<file path="config.mk">
export PLATFORM = sky130hd
export DESIGN_NAME = stride_agu
export DESIGN_NICKNAME = d
export VERILOG_FILES = /design/src/rtl/stride_agu.sv
export SDC_FILE = /design/constraint.sdc
export NUM_CORES = 1
export LEC_CHECK = 0
export BUFFER_PORTS_ARGS = -buffer_cell sky130_fd_sc_hd__clkbuf_2
export CORE_MARGIN = 8
export CORE_UTILIZATION = 25
export DETAILED_ROUTE_END_ITERATION = 8
export PLACE_DENSITY = 0.45
export SYNTH_ARGS = -nofsm -noshare
export SYNTH_HDL_FRONTEND = slang
export SYNTH_SLANG_ARGS = --single-unit
export TNS_END_PERCENT = 5
</file>
<file path="constraint.sdc">
create_clock -name clk -period 8.95 [get_ports clk]
set_input_delay 0.895 -clock clk [delete_from_list [all_inputs] [get_ports clk]]
set_output_delay 0.895 -clock clk [all_outputs]
set_load 0.05 [all_outputs]
</file>
<file path="src/rtl/stride_agu.sv">
module stride_agu #(
  parameter int AW = 32
) (
  input  logic          clk,
  input  logic          rst_n,
  input  logic          start,
  input  logic [31:0]   xfer_info,
  input  logic [AW-1:0] src_base,
  input  logic [AW-1:0] dst_base,
  input  logic [31:0]   len_word,
  input  logic [31:0]   stride_word,
  output logic          beat_valid,
  input  logic          beat_ready,
  output logic          src_valid,
  output logic          dst_valid,
  output logic [AW-1:0] src_addr,
  output logic [AW-1:0] dst_addr,
  output logic [3:0]    burst_len,
  output logic          busy,
  output logic          done
);
  localparam int LW = 30;

  logic [AW-1:0] s_step, d_step, s_str, d_str;
  logic          s_ign, d_ign, s_hold, two_d;
  logic [4:0]    waits_q, wait_cnt;
  logic [LW-1:0] beats_left, row_beats_m1;
  logic [13:0]   rows_left;

  wire unused_bits = ^{xfer_info[31:26], xfer_info[20:16], xfer_info[10],
                       xfer_info[6], xfer_info[3:2], xfer_info[0], len_word[31:30]};

  wire          mode_2d  = xfer_info[1];
  wire          wide_sel = (~xfer_info[11] & xfer_info[9]) | (~xfer_info[7] & xfer_info[5]);
  wire [LW-1:0] x_bytes  = mode_2d ? {14'd0, len_word[15:0]} : len_word[LW-1:0];
  wire [LW:0]   beats_n  = wide_sel ? ({1'b0, x_bytes} + 31'd15) >> 4
                                    : ({1'b0, x_bytes} + 31'd3) >> 2;
  wire [LW-1:0] beats_m1 = (beats_n == '0) ? '0 : LW'(beats_n - 31'd1);

  wire fire     = beat_valid & beat_ready;
  wire last_bt  = (beats_left == '0) & (rows_left == '0);
  wire row_end  = (beats_left == '0);

  assign beat_valid = busy & (wait_cnt == '0);
  assign src_valid  = beat_valid & ~s_ign;
  assign dst_valid  = beat_valid & ~d_ign;

  always_ff @(posedge clk or negedge rst_n) begin
    if (!rst_n) begin
      busy <= 1'b0; done <= 1'b0;
      src_addr <= '0; dst_addr <= '0;
      s_step <= '0; d_step <= '0; s_str <= '0; d_str <= '0;
      s_ign <= 1'b0; d_ign <= 1'b0; s_hold <= 1'b0; two_d <= 1'b0;
      waits_q <= '0; wait_cnt <= '0;
      beats_left <= '0; row_beats_m1 <= '0; rows_left <= '0;
      burst_len <= '0;
    end else begin
      done <= 1'b0;
      if (!busy) begin
        if (start) begin
          busy         <= 1'b1;
          src_addr     <= src_base;
          dst_addr     <= dst_base;
          s_step       <= xfer_info[8] ? (xfer_info[9] ? AW'(16) : AW'(4)) : '0;
          d_step       <= xfer_info[4] ? (xfer_info[5] ? AW'(16) : AW'(4)) : '0;
          s_str        <= AW'(signed'(stride_word[15:0]));
          d_str        <= AW'(signed'(stride_word[31:16]));
          s_ign        <= xfer_info[11];
          d_ign        <= xfer_info[7];
          s_hold       <= ~xfer_info[8];
          two_d        <= mode_2d;
          waits_q      <= xfer_info[25:21];
          wait_cnt     <= '0;
          burst_len    <= xfer_info[15:12];
          beats_left   <= beats_m1;
          row_beats_m1 <= beats_m1;
          rows_left    <= mode_2d ? len_word[29:16] : '0;
        end
      end else if (wait_cnt != '0) begin
        wait_cnt <= wait_cnt - 5'd1;
      end else if (fire) begin
        if (last_bt) begin
          busy <= 1'b0;
          done <= 1'b1;
        end else begin
          wait_cnt <= waits_q;
          if (row_end) begin
            rows_left  <= rows_left - 14'd1;
            beats_left <= row_beats_m1;
            src_addr   <= src_addr + s_step + s_str;
            dst_addr   <= dst_addr + d_step + d_str;
          end else begin
            beats_left <= beats_left - 30'd1;
            src_addr   <= src_addr + s_step;
            dst_addr   <= dst_addr + d_step;
          end
        end
      end
    end
  end

  assert_hold_offer_R10: assert property (@(posedge clk) disable iff (!rst_n)
    (beat_valid && !beat_ready) |=> (beat_valid && $stable(src_addr) && $stable(dst_addr)));

  assert_done_single_R8: assert property (@(posedge clk) disable iff (!rst_n)
    done |-> (!busy && $past(beat_valid && beat_ready)) ##1 !done);

  assert_gap_starts_R7: assert property (@(posedge clk) disable iff (!rst_n)
    (fire && !last_bt && waits_q != '0) |=> !beat_valid);

  assert_fixed_src_R4: assert property (@(posedge clk) disable iff (!rst_n)
    (fire && !two_d && s_hold) |=> $stable(src_addr));

  assert_ignored_side_R6: assert property (@(posedge clk) disable iff (!rst_n)
    (busy && s_ign) |-> !src_valid);

  assert_reset_quiet_R11: assert property (@(posedge clk)
    !rst_n |-> (!beat_valid && !done));
endmodule

</file>
* Word-level counts from Yosys, hierarchy flattened
Cells that the tools add are included.
** Cells by class
- $add $sub $neg :: 10
- Equality and inequality tests :: 6
- Multiplexer cells :: 46
- Bitwise gates (word level) :: 13
- Reduce and logical (&&, ||, !) cells :: 10
** Operator list (number)
- $mux 32 :: 12
- $mux 30 :: 8
- $add 32x32->32 :: 4
- $mux 14 :: 7
- $mux 5 :: 9
- $add 30x2->31 const B :: 1
- $add 30x4->31 const B :: 1
- $logic_not 31->1 :: 1
- $logic_not 30->1 :: 1
- $sub 29x1->30 const B :: 1
- $sub 30x1->30 const B :: 1
- $mux 29 :: 1
- $logic_not 14->1 :: 1
- $sub 14x1->14 const B :: 1
- $mux 1 :: 9
- $and 1x1->1 :: 7
- $logic_not 5->1 :: 1
- $not 1->1 :: 5
- $reduce_and 5->1 :: 1
- $reduce_bool 5->1 :: 1
- $sub 5x1->5 const B :: 1
- $ne 2x1->1 const B :: 2
- $ne 2x2->1 const B :: 2
- $reduce_and 4->1 :: 1
- 6 further kinds :: 6
** Storage, ports and cells
- Register bits after elaboration :: 252
- Output and inout port bits :: 73

* Logic depth before layout (Yosys ltp)
- Depth after elaboration :: 8
- Mapped depth :: 20
- Depth with buffers taken out :: 19

* Worst setup path after synthesis
OpenSTA, ideal clock, no wires.
- Path kind :: register to register
- Start point :: register dst_addr[4]
- End point :: register dst_addr[31]
- Library setup time :: 0.095 ns
- Arrival time :: 4.163 ns
- Data required time :: 8.855 ns
- Path slack :: 4.692 ns
- Cell stages (with the launch flop) :: 21
- Path buffers :: 1
- Period minus slack after synthesis :: 4.258 ns
- Cells stage by stage :: dfrtp_1 > ha_1 > a31oi_1 > nor2_1 > and3_1 > nand2b_1 > nor2_1 > nand2_1 > xnor2_1 > ha_1 > clkbuf_1 > a21o_1 > a21o_1 > a21oi_1 > o21ai_0 > a21oi_1 > o31ai_1 > a221o_1 > xor2_1 > and3_1 > o31ai_1
** On the way
- Longest elaborated chain between the ends :: 7
** Ends and longest elaborated chain
- start, declared :: line 17 : output logic [AW-1:0] dst_addr,
- start signal, assigned :: line 63 : dst_addr <= dst_base;
- start signal, assigned :: line 91 : dst_addr <= dst_addr + d_step + d_str;
- start signal, assigned :: line 95 : dst_addr <= dst_addr + d_step;
- $add 32x32->32 * :: line 91, 95
- $add 32x32->32 :: line 91
- $mux 32 * :: line 87 : if (row_end) begin
- $mux 32 * :: line 82 : if (last_bt) begin
- $mux 32 * :: line 81 : end else if (fire) begin
- $mux 32 * :: line 79 : end else if (wait_cnt != '0) begin
- $mux 32 * :: line 59 : if (!busy) begin
Every way passes the cells marked *; elsewhere a longest branch is shown, timed or not. The select of a mux whose other input is x is not followed.
A chain may end at the register's enable or synchronous reset.

* Worst setup path after layout
Same ends and word-level chain as after synthesis.

==> summary.txt <==
Clock tree
  – Clock Path Buffers: 2
  – H-tree levels: 4
  – CTS sink count: 192
  – Number of buffers created by CTS: 17
  – CTS tree: yes
  – Clk root buf: clkbuf_16
  – Clock latency on the worst-skew pair: 0.49 ns
  – Clock transition at path regs: 0.08 ns
  – Setup Buffers After CTS: 0
  – CTS resizes: 0
  – CTS Hold Buffers Added: 0

Drt
  – Vias per Instance: 5.129
  – Router iterations before antenna repair: 6
  – Total Routed Length: 61300 um
  – Drt drc: 0
  – Post-route ant nets: 0
  – Iter 0 DRT Violations: 1093
  – Drt wl/cell: 19.66 um
  – Total number of vias: 15986

STA
  – Worst-Margin Slew: 1.132 ns
  – Hold Vio Cnt, Final: 0
  – RSZ-0062 raised after global routing: no
  – Tcrit/Tclk final: 56.72%
  – Clock skew: 0.01558 ns
  – Final min period: 5.077 ns
  – Final setup TNS: 0 ns
  – Count of pins over their slew limit: 0
  – Max Freq: 0.1970 GHz
  – Rel. slew slack: 23.97%
  – Setup violations, final: 0

Synthesis
  – Netlist Area Pre-Place: 16340 um2
  – Cell variety after synth: 96
  – Area contributors post-synth: dfrtp_1 29%, nand2_1 9.4%, ha_1 6.0%
  – Synth Register Bits: 192
  – Synth warnings: 0
  – Post-synthesis sequential area ratio: 29.40%
  – Main synth FF type: dfrtp_1
  – Top-area cell type share of the netlist area: 29.40%
  – Most frequent cell after synthesis: nand2_1
  – Mapped Nets: 2346
  – Cells after synthesis: 2101
  – Mapped Avg Cell Area: 7.778 um2
  – Ys async rst share: 100.0%
  – Leading area contributor after synthesis: dfrtp_1
  – EDFF count, synth: 0
  – Synth cell count leaders: 410 x nand2_1, 192 x dfrtp_1, 162 x nor2_1, 157 x o21ai_0, 143 x a21oi_1

Final layout
  – Nets: 2494
  – Multi-input logic area: 10970 um2
  – Ant diodes: 0
  – Layout Cells excl Fill: 3117
  – Layout cells sized above 1: 14.37%
  – Fin util: 29.11%
  – Filler instances: 6937
  – Synth-to-Final Area Change: 15.05%
  – Register area: 4808 um2

Floorplan
  – Rows: 93
  – Initial core utilization: 25.30%
  – CORE AREA: 64580 um2
  – Die Wd: 271.7 um
  – DIE AREA: 73800 um2
  – Top-Level Pins: 237
  – Die Y: 271.7 um

Worst setup path
  – R2R Path Start: dst_addr[4]
  – Worst r2r dst: dst_addr[31]
  – Reg2reg path depth: 16
  – Flop2flop setup slack: 3.87 ns
  – Kind of start point of the critical path: flop
  – Setup crit end kind: flop
  – CP Class: reg -> reg
  – Critical Path RT: 9.34 ns
  – CP Data Arrival Time: 5.47 ns
  – CP Max Fanout: 5

Placement
  – # port buffers: 218
  – DP HPWL: 44730 um
  – Final Wtd Congestion: 0.8418
  – Dpl cells: 3085

Power and ir drop
  – Seq pwr share: 29.9%
  – P per Cell Area: 240.4 nW/um2
  – Net Sw Frac: 48.72%
  – Final Power: 4.520 mW
  – Sw power: 2.202 mW
  – Combinational share of power: 52.5%
  – VDD IR max: 136.8 uV
  – Clock power share: 17.6%
  – LEAKAGE: 8.341 nW
  – Internal power: 2.318 mW

Global routing
  – Initial antenna violation count: 3
  – Vias in the first global route: 15988
  – Largest net degree at the start of global routing: 83
  – Total gr overflow: 0
  – First-pass GRT wire length: 95880 um
  – GR Util All Layers: 16.35%

Outcome
  – Status: completed

Run
  – Max-cap violation count: 0

Min path
  – Worst hold path class: in -> async
how the worst max path moves through the flow:
stage | from | endpoint | cells past startpoint
3_5_place_dp | xfer_info[1] | beats_left[20] | 11
5_1_grt | s_step[2] | src_addr[27] | 18
4_1_cts | s_step[2] | src_addr[27] | 18
3_3_place_gp | xfer_info[1] | beats_left[20] | 11
2_1_floorplan | dst_addr[4] | dst_addr[31] | 20
6_report | dst_addr[4] | dst_addr[31] | 16
state kept, by name (all words and copies together), names as in the netlist:
signal        count
d_ign             1
src_addr         32
s_step            2
row_beats_m1     30
waits_q           5
d_str            16
s_ign             1
dst_addr         32
d_step            2
busy              1
wait_cnt          5
beats_left       30
burst_len         4
rows_left        14
done              1
s_str            16
stage by stage:
step	setup WS [ns]	hold WS, ns	instance area [um2]
after floorplan	4.692	0.4403	16340
after global placement	3.735	0.4534	18230
after detailed placement	3.630	0.4598	18230
after CTS	3.832	0.4571	18800
after global routing	3.388	0.4951	18800
final	3.873	0.4670	18800
critical path: stages (launching register included):
cell and delay [ns]:
dfrtp_1 0.41, ha_1 0.34, a31oi_1 0.14, nor2_1 0.40, nand3_1 0.15, xnor2_1 0.21
ha_1 0.31, a21oi_1 0.23, a21oi_1 0.09, a211oi_1 0.56, o211ai_1 0.24, o31ai_1 0.61
o31ai_1 0.28, a221o_1 0.40, xor2_1 0.17, and3_1 0.23, o31ai_1 0.19
per-layer routing:
metal	global-route usage [%]	routed length, um
met5	0	12
met3	2.444	2426
met1	21.14	27870
met2	27.86	29500
met4	5.031	1489
cell type report:
type	instances	area share, %
inverters	26	0.5191
repair buffers	242	6.809
flip-flops and latches	192	25.58
clock inverters	13	0.6922
multi-input cells	1770	58.36
well taps	855	5.691
clock buffers	19	2.356
power groups by stage:
stage	combinational, mW	clock [mW]	sequential, mW
global route	2.62	0.850	1.39
detailed placement	2.37	0	1.37
global placement	2.35	0	1.36
floorplan	1.42	0	1.70
CTS	2.38	0.829	1.35
finish	2.37	0.795	1.35
kinds of logic (layout without fill, tap and decap cells):
kind of cell	count (synthesis)	in the layout	share of synthesized area (%)
and+or+nand+nor	901	901	26.71
AOI/OAI and AO/OA	599	599	23.64
DFF	192	192	29.40
xor gates and xnor gates	178	178	9.541
buffers and inverters	139	300	3.660
adders and majority gates	81	81	6.294
muxes	11	11	0.7580
placed cells by master (no fill, tap or decap), drive strengths merged, types with 51 or more instances in the layout:
| cell | n |
|---|---|
| xnor2 | 105 |
| xor2 | 73 |
| nor3 | 52 |
| dfrtp | 192 |
| nand3 | 74 |
| clkbuf | 237 |
| o211ai | 51 |
| ha | 79 |
| nor2 | 163 |
| nand2 | 411 |
| a21oi | 145 |
| o21ai | 167 |
No activity file was read; power rests on OpenSTA's default activity.
